--- src/rtl/err_cnt_pkg.sv ---
package err_cnt_pkg;
  typedef enum logic [1:0] {
    SEL_NONE,
    SEL_LO,
    SEL_HI_SNAP,
    SEL_HI_LIVE
  } rd_sel_e;
endpackage

--- src/rtl/err_cnt_core.sv ---
module err_cnt_core #(
  parameter int unsigned W = 16
) (
  input  logic         clk_i,
  input  logic         rst_ni,
  input  logic         inc_i,
  input  logic         clr_i,
  output logic [W-1:0] cnt_o
);
  localparam logic [W-1:0] MAX = {W{1'b1}};
  localparam logic [W-1:0] ONE = W'(1);

  logic [W-1:0] cnt_q;

  always_ff @(posedge clk_i or negedge rst_ni) begin
    if (!rst_ni)               cnt_q <= '0;
    else if (clr_i)            cnt_q <= inc_i ? ONE : '0;  // keep coincident pulse
    else if (inc_i && cnt_q != MAX) cnt_q <= cnt_q + ONE;
  end

  assign cnt_o = cnt_q;

  p_inc_r1: assert property (@(posedge clk_i) disable iff (!rst_ni)
    (inc_i && !clr_i && cnt_q != MAX) |=> cnt_q == $past(cnt_q) + ONE);
  p_hold_r1: assert property (@(posedge clk_i) disable iff (!rst_ni)
    (!inc_i && !clr_i) |=> $stable(cnt_q));
  p_restart_r5: assert property (@(posedge clk_i) disable iff (!rst_ni)
    clr_i |=> cnt_q == ($past(inc_i) ? ONE : '0));
  p_no_overflow_r6: assert property (@(posedge clk_i) disable iff (!rst_ni)
    (cnt_q == MAX && !clr_i) |=> cnt_q == MAX);
endmodule

--- src/rtl/err_cnt_snap.sv ---
module err_cnt_snap #(
  parameter int unsigned W = 16
) (
  input  logic         clk_i,
  input  logic         rst_ni,
  input  logic         rd_lo_i,
  input  logic         rd_hi_i,
  input  logic [W-1:0] cnt_i,
  output logic [W-1:0] snap_o,
  output logic         armed_o,
  output logic         clr_o
);
  logic [W-1:0] snap_q;
  logic         armed_q;

  always_ff @(posedge clk_i or negedge rst_ni) begin
    if (!rst_ni) begin
      snap_q  <= '0;
      armed_q <= 1'b0;
    end else if (rd_lo_i) begin
      snap_q  <= cnt_i;
      armed_q <= 1'b1;
    end else if (rd_hi_i) begin
      armed_q <= 1'b0;
    end
  end

  assign snap_o  = snap_q;
  assign armed_o = armed_q;
  assign clr_o   = armed_q && rd_hi_i && !rd_lo_i;

  p_snap_r3: assert property (@(posedge clk_i) disable iff (!rst_ni)
    rd_lo_i |=> (armed_q && snap_q == $past(cnt_i)));
  p_disarm_r5: assert property (@(posedge clk_i) disable iff (!rst_ni)
    clr_o |=> !armed_q);
  p_unarmed_r7: assert property (@(posedge clk_i) disable iff (!rst_ni)
    !armed_q |-> !clr_o);
endmodule

--- src/rtl/err_cnt_flag.sv ---
module err_cnt_flag (
  input  logic clk_i,
  input  logic rst_ni,
  input  logic set_i,
  input  logic rd_i,
  output logic flag_o
);
  logic flag_q;

  always_ff @(posedge clk_i or negedge rst_ni) begin
    if (!rst_ni)    flag_q <= 1'b0;
    else if (set_i) flag_q <= 1'b1;  // set wins over clear-on-read
    else if (rd_i)  flag_q <= 1'b0;
  end

  assign flag_o = flag_q;

  p_set_r2: assert property (@(posedge clk_i) disable iff (!rst_ni)
    set_i |=> flag_q);
  p_clr_r8: assert property (@(posedge clk_i) disable iff (!rst_ni)
    (rd_i && !set_i) |=> !flag_q);
  p_sticky_r2: assert property (@(posedge clk_i) disable iff (!rst_ni)
    (flag_q && !rd_i) |=> flag_q);
endmodule

--- src/rtl/err_cnt_top.sv ---
module err_cnt_top #(
  parameter int unsigned BUS_W = 8
) (
  input  logic             clk_i,
  input  logic             rst_ni,
  input  logic             err_inc_i,
  input  logic             rd_lo_i,
  input  logic             rd_hi_i,
  input  logic             stat_rd_i,
  output logic [BUS_W-1:0] rdata_o,
  output logic             err_flag_o
);
  import err_cnt_pkg::*;

  localparam int unsigned CNT_W = 2 * BUS_W;

  logic [CNT_W-1:0] cnt_w;
  logic [CNT_W-1:0] snap_w;
  logic             armed_w;
  logic             clr_w;
  rd_sel_e          sel;

  err_cnt_core #(.W(CNT_W)) u_core (
    .clk_i  (clk_i),
    .rst_ni (rst_ni),
    .inc_i  (err_inc_i),
    .clr_i  (clr_w),
    .cnt_o  (cnt_w)
  );

  err_cnt_snap #(.W(CNT_W)) u_snap (
    .clk_i   (clk_i),
    .rst_ni  (rst_ni),
    .rd_lo_i (rd_lo_i),
    .rd_hi_i (rd_hi_i),
    .cnt_i   (cnt_w),
    .snap_o  (snap_w),
    .armed_o (armed_w),
    .clr_o   (clr_w)
  );

  err_cnt_flag u_flag (
    .clk_i  (clk_i),
    .rst_ni (rst_ni),
    .set_i  (err_inc_i),
    .rd_i   (stat_rd_i),
    .flag_o (err_flag_o)
  );

  always_comb begin
    if (rd_lo_i)      sel = SEL_LO;
    else if (rd_hi_i) sel = armed_w ? SEL_HI_SNAP : SEL_HI_LIVE;
    else              sel = SEL_NONE;
  end

  always_comb begin
    unique case (sel)
      SEL_LO:      rdata_o = cnt_w[BUS_W-1:0];
      SEL_HI_SNAP: rdata_o = snap_w[CNT_W-1 -: BUS_W];
      SEL_HI_LIVE: rdata_o = cnt_w[CNT_W-1 -: BUS_W];
      default:     rdata_o = '0;
    endcase
  end

  p_pair_r4: assert property (@(posedge clk_i) disable iff (!rst_ni)
    ($past(rd_lo_i) && rd_hi_i && !rd_lo_i) |-> rdata_o == $past(cnt_w[CNT_W-1 -: BUS_W]));
  p_both_r9: assert property (@(posedge clk_i) disable iff (!rst_ni)
    (rd_lo_i && rd_hi_i) |=> armed_w);
endmodule

--- config.mk ---
export PLATFORM = sky130hd
export DESIGN_NAME = err_cnt_top
export DESIGN_NICKNAME = d
export VERILOG_FILES = /design/src/rtl/err_cnt_pkg.sv /design/src/rtl/err_cnt_core.sv /design/src/rtl/err_cnt_snap.sv /design/src/rtl/err_cnt_flag.sv /design/src/rtl/err_cnt_top.sv
export SDC_FILE = /design/constraint.sdc
export NUM_CORES = 1
export LEC_CHECK = 0
export CORE_MARGIN = 2
export CORE_UTILIZATION = 30
export CTS_BUF_LIST = sky130_fd_sc_hd__clkbuf_4
export CTS_CLUSTER_DIAMETER = 100
export DETAILED_ROUTE_END_ITERATION = 8
export DONT_BUFFER_PORTS = 1
export PLACE_DENSITY = 0.52
export RECOVER_POWER = 25
export SYNTH_ARGS = -nofsm -noshare
export SYNTH_HDL_FRONTEND = slang
export SYNTH_SLANG_ARGS = --single-unit
--- constraint.sdc ---
create_clock -name clk_i -period 2.2 [get_ports clk_i]
set_input_delay 0.33 -clock clk_i [delete_from_list [all_inputs] [get_ports clk_i]]
set_output_delay 0.33 -clock clk_i [all_outputs]
set_load 0.05 [all_outputs]
* Word level (Yosys, flattened, before mapping)
Index checks and enable logic that the tools add are counted.
** Storage, ports and cells
- Register bits :: 34
- Input port bits :: 6
- Output and inout port bits :: 9
- Logic and storage cells :: 27
** Operators by class
- $add $sub $neg :: 1
- Eq/ne operators :: 4
- Mux-type cells :: 11
- Reduce and logical (&&, ||, !) cells :: 7
** Operator list (count)
- 16-bit 2-to-1 mux :: 2
- 8-bit one-hot mux with 3 select lines :: 1
- 16-bit by 1-bit adder with 16-bit output (second input constant) :: 1
- 16-bit inequality test (second input constant) :: 1
- 1-bit 2-to-1 mux :: 6
- 2-bit nonzero test :: 3
- 2-bit equality test (second input constant) :: 2
- 2-bit 2-to-1 mux :: 2
- 1-bit logical AND :: 3
- 2-bit by 1-bit equality test with 1-bit output (second input constant) :: 1
- 1-bit logical NOT :: 1

* Logic depth before layout (Yosys ltp)
- Depth in word-level cells :: 5
- Mapped depth :: 6

* Cells and area by module
From an unflattened synthesis, not the netlist that was laid out.
** Unflattened totals
- Cell total of the unflattened synthesis :: 171
- Area, all modules :: 1869.3 µm²
** By module, submodules not included
- err_cnt_core :: instances 1, cells an instance 102, area an instance 959.7 µm², sequential area each 400.4 µm²
- err_cnt_snap :: instances 1, cells an instance 39, area an instance 686.9 µm², sequential area each 425.4 µm²
- err_cnt_top :: instances 1, cells an instance 27, area an instance 186.4 µm², sequential area each 0.0 µm²
- err_cnt_flag :: instances 1, cells an instance 3, area an instance 36.3 µm², sequential area each 25.0 µm²

* Least setup slack after synthesis
No wires, ideal clock.
- Path type :: register to output
- Start :: reg u_snap.armed_q (netlist: u_snap.armed_o)
- End :: out rdata_o[1]
- Arrival time :: 1952 ps
- Data required time :: 1870 ps
- Slack :: -82 ps
- Cell stages (with the launch flop) :: 4
- Buffers on the path :: 1
- Cells stage by stage :: dfrtp_1 > clkbuf_1 > mux2i_1 > o21ai_0
** On the way
- Word-level cells in the longest chain between the ends :: 5
** Ends and longest elaborated chain
- start, declared :: RTL line err_cnt_snap.sv:14 : logic armed_q;
- start signal, assigned :: RTL line err_cnt_snap.sv:19 : armed_q <= 1'b0;
- start signal, assigned :: RTL line err_cnt_snap.sv:22 : armed_q <= 1'b1;
- start signal, assigned :: RTL line err_cnt_snap.sv:24 : armed_q <= 1'b0;
- 1-bit 2-to-1 mux (*) :: RTL line err_cnt_top.sv:52 : else if (rd_hi_i) sel = armed_w ? SEL_HI_SNAP : SEL_HI_LIVE;
- 2-bit 2-to-1 mux (*) :: RTL line err_cnt_top.sv:52
- 2-bit 2-to-1 mux (*) :: RTL line err_cnt_top.sv:51 : if (rd_lo_i) sel = SEL_LO;
- 2-bit equality test / 2-bit by 1-bit equality test with 1-bit output (equally long branches) :: RTL line err_cnt_top.sv:57 : unique case (sel)
- 8-bit one-hot mux with 3 select lines (*) :: RTL line err_cnt_top.sv:57
- end, declared :: RTL line err_cnt_top.sv:10 : output logic [BUS_W-1:0] rdata_o,
Every way passes the cells marked *; elsewhere a longest branch is shown, timed or not.

* Worst setup path after layout
- Start :: reg u_snap.armed_q (netlist: u_snap.armed_o)
- End :: out rdata_o[4]
The elaborated chain is that of the path after synthesis.

==> impl_metrics.py <==
metrics = {
    "flow_run": {
        "maxCapViolations": 0,
    },
    "clock_tree": {
        "h-tree-depth": 1,
        "post_cts_buffers": 0,
        "cts_buffers": 3,
        "root_buffer": "clkbuf_4",
        "clock_latency_ns": 0.33,
        "postCtsHoldBufs": 2,
        "clock-sinks": 26,
        "cts_tree": "done",
        "clk_pin_slew_ns": 0.15,
        "cts_buffer_depth": 2,
        "cts_resized": 0,
    },
    "critical_path": {
        "path_max_fanout": 10,
        "cp-startpoint": "u_snap.armed_o",
        "worst_setup_path_start_kind": "flip-flop",
        "critical_path.cell_chain": "mux2i_1 > o21ai_1 > buf_4",
        "cp-end-kind": "output port",
        "cp.arrival_ns": 1.61,
        "cpMaxStageDelayCell": "dfrtp_1",
        "required_ns": 1.87,
        "ff2ff_setup_slack_ns": 0.30,
        "slowest_delay_ns": 0.72,
        "worst-setup-path-type": "reg -> out",
        "reg2reg_from": "u_core.cnt_o[0]",
    },
    "placed_design": {
        "hpwl_mm": 2.37,
        "dpl-instance-area_um2": 1550,
        "place.gp.congestion": 0.822,
        "port_buffers": 0,
    },
    "route": {
        "num_vias": 1132,
        "remaining_drc_errors": 0,
        "firstDrtPassIters": 4,
        "wl_per_cell_um": 15.9,
        "finalWirelength_mm": 3.32,
        "drt_iter0_drc": 77,
        "vias_per_cell": 5.44,
        "drt.antenna.violating_nets": 0,
    },
    "power": {
        "peakVddDrop_mv": 0.523,
        "pwr-share-clk_pct": 22.6,
        "p_sw_mw": 0.321,
        "sequentialPowerShare_pct": 58.2,
        "combPwrFrac_pct": 19.2,
        "power_density_nw_per_um2": 605,
        "internal-power_mw": 0.640,
        "swShare_pct": 33.4,
        "p_leak_nw": 0.704,
        "total_power_mw": 0.961,
    },
    "logic_synthesis": {
        "syn_inst": 144,
        "yosysWarnings": 0,
        "avgSynthCellArea_um2": 9.95,
        "synth_edf_count": 0,
        "synthMostInstantiatedCell": "dfrtp_1",
        "yosys.area_share.simple_pct": 19.0,
        "synth_common_cells": "dfrtp_1, nand2_1, o21ai_0",
        "ys_async_sr_fraction_pct": 100,
        "ys_seq_elements": 26,
        "yosys.area.top_type_share_pct": 45.4,
        "synthTopCellsByArea": "dfrtp_1, mux2i_1, mux2_2, o21ai_0, nand2_1",
        "syn-num-nets": 151,
        "ys_seq_area_share_pct": 45.4,
        "synthXorXnorAreaFrac_pct": 0.611,
        "synth_top_family_by_area": "simple AND/OR/NAND/NOR gates",
        "ys.flop_type": "dfrtp_1",
        "synth.cell_area_um2": 1430,
        "synth_compound_area_share_pct": 18.3,
        "muxShareOfSynthArea_pct": 12.6,
        "yosysUniqueCellTypes": 34,
        "synth_fa_ha_area_share_pct": 0.873,
        "synth_largest_area_cell": "dfrtp_1",
    },
    "grt": {
        "grt_pass1_vias": 1131,
        "grt_max_degree": 27,
        "antenna_found_initial": 0,
        "grt_pass1_wl_mm": 5.62,
        "gr-total-overflow": 0,
        "grtUsageTotal_pct": 13.7,
    },
    "timing": {
        "worst_pin_slew_ns": 1.48,
        "max_freq_ghz": 0.517,
        "post-route-period-util_pct": 88.0,
        "whs_ns": 0.0789,
        "rsz0062_at_grt": "false",
        "finClkSkew_ns": 0.00380,
        "drv_slew": 0,
        "final.min_clock_period_ns": 1.94,
        "relSlewSlack_pct": 1.36,
        "hold_viol_final": 0,
        "fin_setup_tns_ns": 0,
        "setup_viol": 0,
    },
    "status": {
        "outcome": "completed",
    },
    "cells_and_area": {
        "area_growth_pct": 10.8,
        "final_net_count": 162,
        "num_antenna_cells": 0,
        "final_area_um2": 1590,
        "fillCellCount": 477,
        "layout-drive-gt1-share_pct": 16.9,
    },
    "worst_hold_path": {
        "min-delay-path-class": "in -> reg",
        "min_from": "rd_lo_i",
    },
    "die": {
        "row_count": 25,
        "io_pins": 15,
        "die_area_um2": 5340,
        "start_util_pct": 30.7,
        "dieWidth_um": 73.1,
        "die_y_um": 73.1,
        "core_um2": 4660,
    },
}
==> layout by cell type (no fill, tap or decap), types with 6 or more instances in the layout <==
cell / n
o21ai_0: 6
nand2_1: 14
mux2i_1: 9
a21oi_1: 10
buf_4: 9
o21ai_1: 8
mux2_2: 8
inv_1: 7
nand3_1: 6
dfrtp_1: 26
or3_1: 6
==> power by group through the flow <==
stage / clock (mW) / combinational, mW / sequential [mW]
after floorplan: 0 / 0.143 / 0.550
after global placement: 0 / 0.175 / 0.567
after detailed placement: 0 / 0.174 / 0.569
after CTS: 0.230 / 0.191 / 0.560
after global routing: 0.246 / 0.204 / 0.568
final: 0.217 / 0.185 / 0.560
==> flip-flops by register name (all words and copies together), names as in the netlist <==
name and cells:
u_snap.armed_o 1, u_snap.snap_o 8, u_flag.flag_o 1, u_core.cnt_o 16
==> metrics by stage <==
stage	util, %	worst slack, ns	instances
after global routing	34.1	0.140	208
after detailed placement	33.2	0.322	202
after global placement	33.2	0.382	202
after CTS	34.4	0.259	208
after floorplan	-	0.293	144
final	34.1	0.264	208
==> layer usage <==
metal | GRT usage [%] | up-vias | share of wire, %
met5 | 0 | - | 0
met4 | 2.67 | 0 | 0.63
met3 | 3.73 | 2 | 3.9
met2 | 21.6 | 17 | 46
met1 | 18.8 | 552 | 49
li1 | - | 561 | -
==> kinds of logic (layout without fill, tap and decap cells) <==
| group | after synthesis | in the layout |
|---|---|---|
| and+or+nand+nor | 48 | 48 |
| AOI/OAI and AO/OA | 39 | 39 |
| buffers and inverters | 12 | 22 |
| xor gates and xnor gates | 1 | 1 |
| DFF | 26 | 26 |
| adders and majority gates | 1 | 1 |
| muxes | 17 | 17 |
==> worst max-delay path: cells and delay by family, from the launching register on <==
| family | cells | cell delay (ns) |
|---|---|---|
| DFF | 1 | 0.72 |
| muxes | 1 | 0.28 |
| AOI/OAI and AO/OA | 1 | 0.08 |
| buffers and inverters | 1 | 0.20 |
==> area by class of cell <==
| class | count | area, um2 | share of cell area (%) |
|---|---|---|---|
| multi-input cells | 106 | 736 | 46.3 |
| flip-flops and latches | 26 | 651 | 41.0 |
| repair buffers | 11 | 81.3 | 5.12 |
| well taps | 54 | 67.6 | 4.26 |
| inverters | 7 | 26.3 | 1.65 |
| clock buffers | 3 | 22.5 | 1.42 |
| clock inverters | 1 | 3.75 | 0.236 |
==> final timing paths <==
kind | to | depth (start not counted)
setup / recovery | rdata_o[4] | 3
hold / removal | u_snap.armed_o | 1
setup reg to reg | u_core.cnt_o[9] | 5
hold reg to reg | u_snap.snap_o[12] | 1
max in group asynchronous | u_core.cnt_o[6] | 2
min in group asynchronous | u_snap.snap_o[13] | 2
Note: power is estimated with default switching activity, not from simulation.
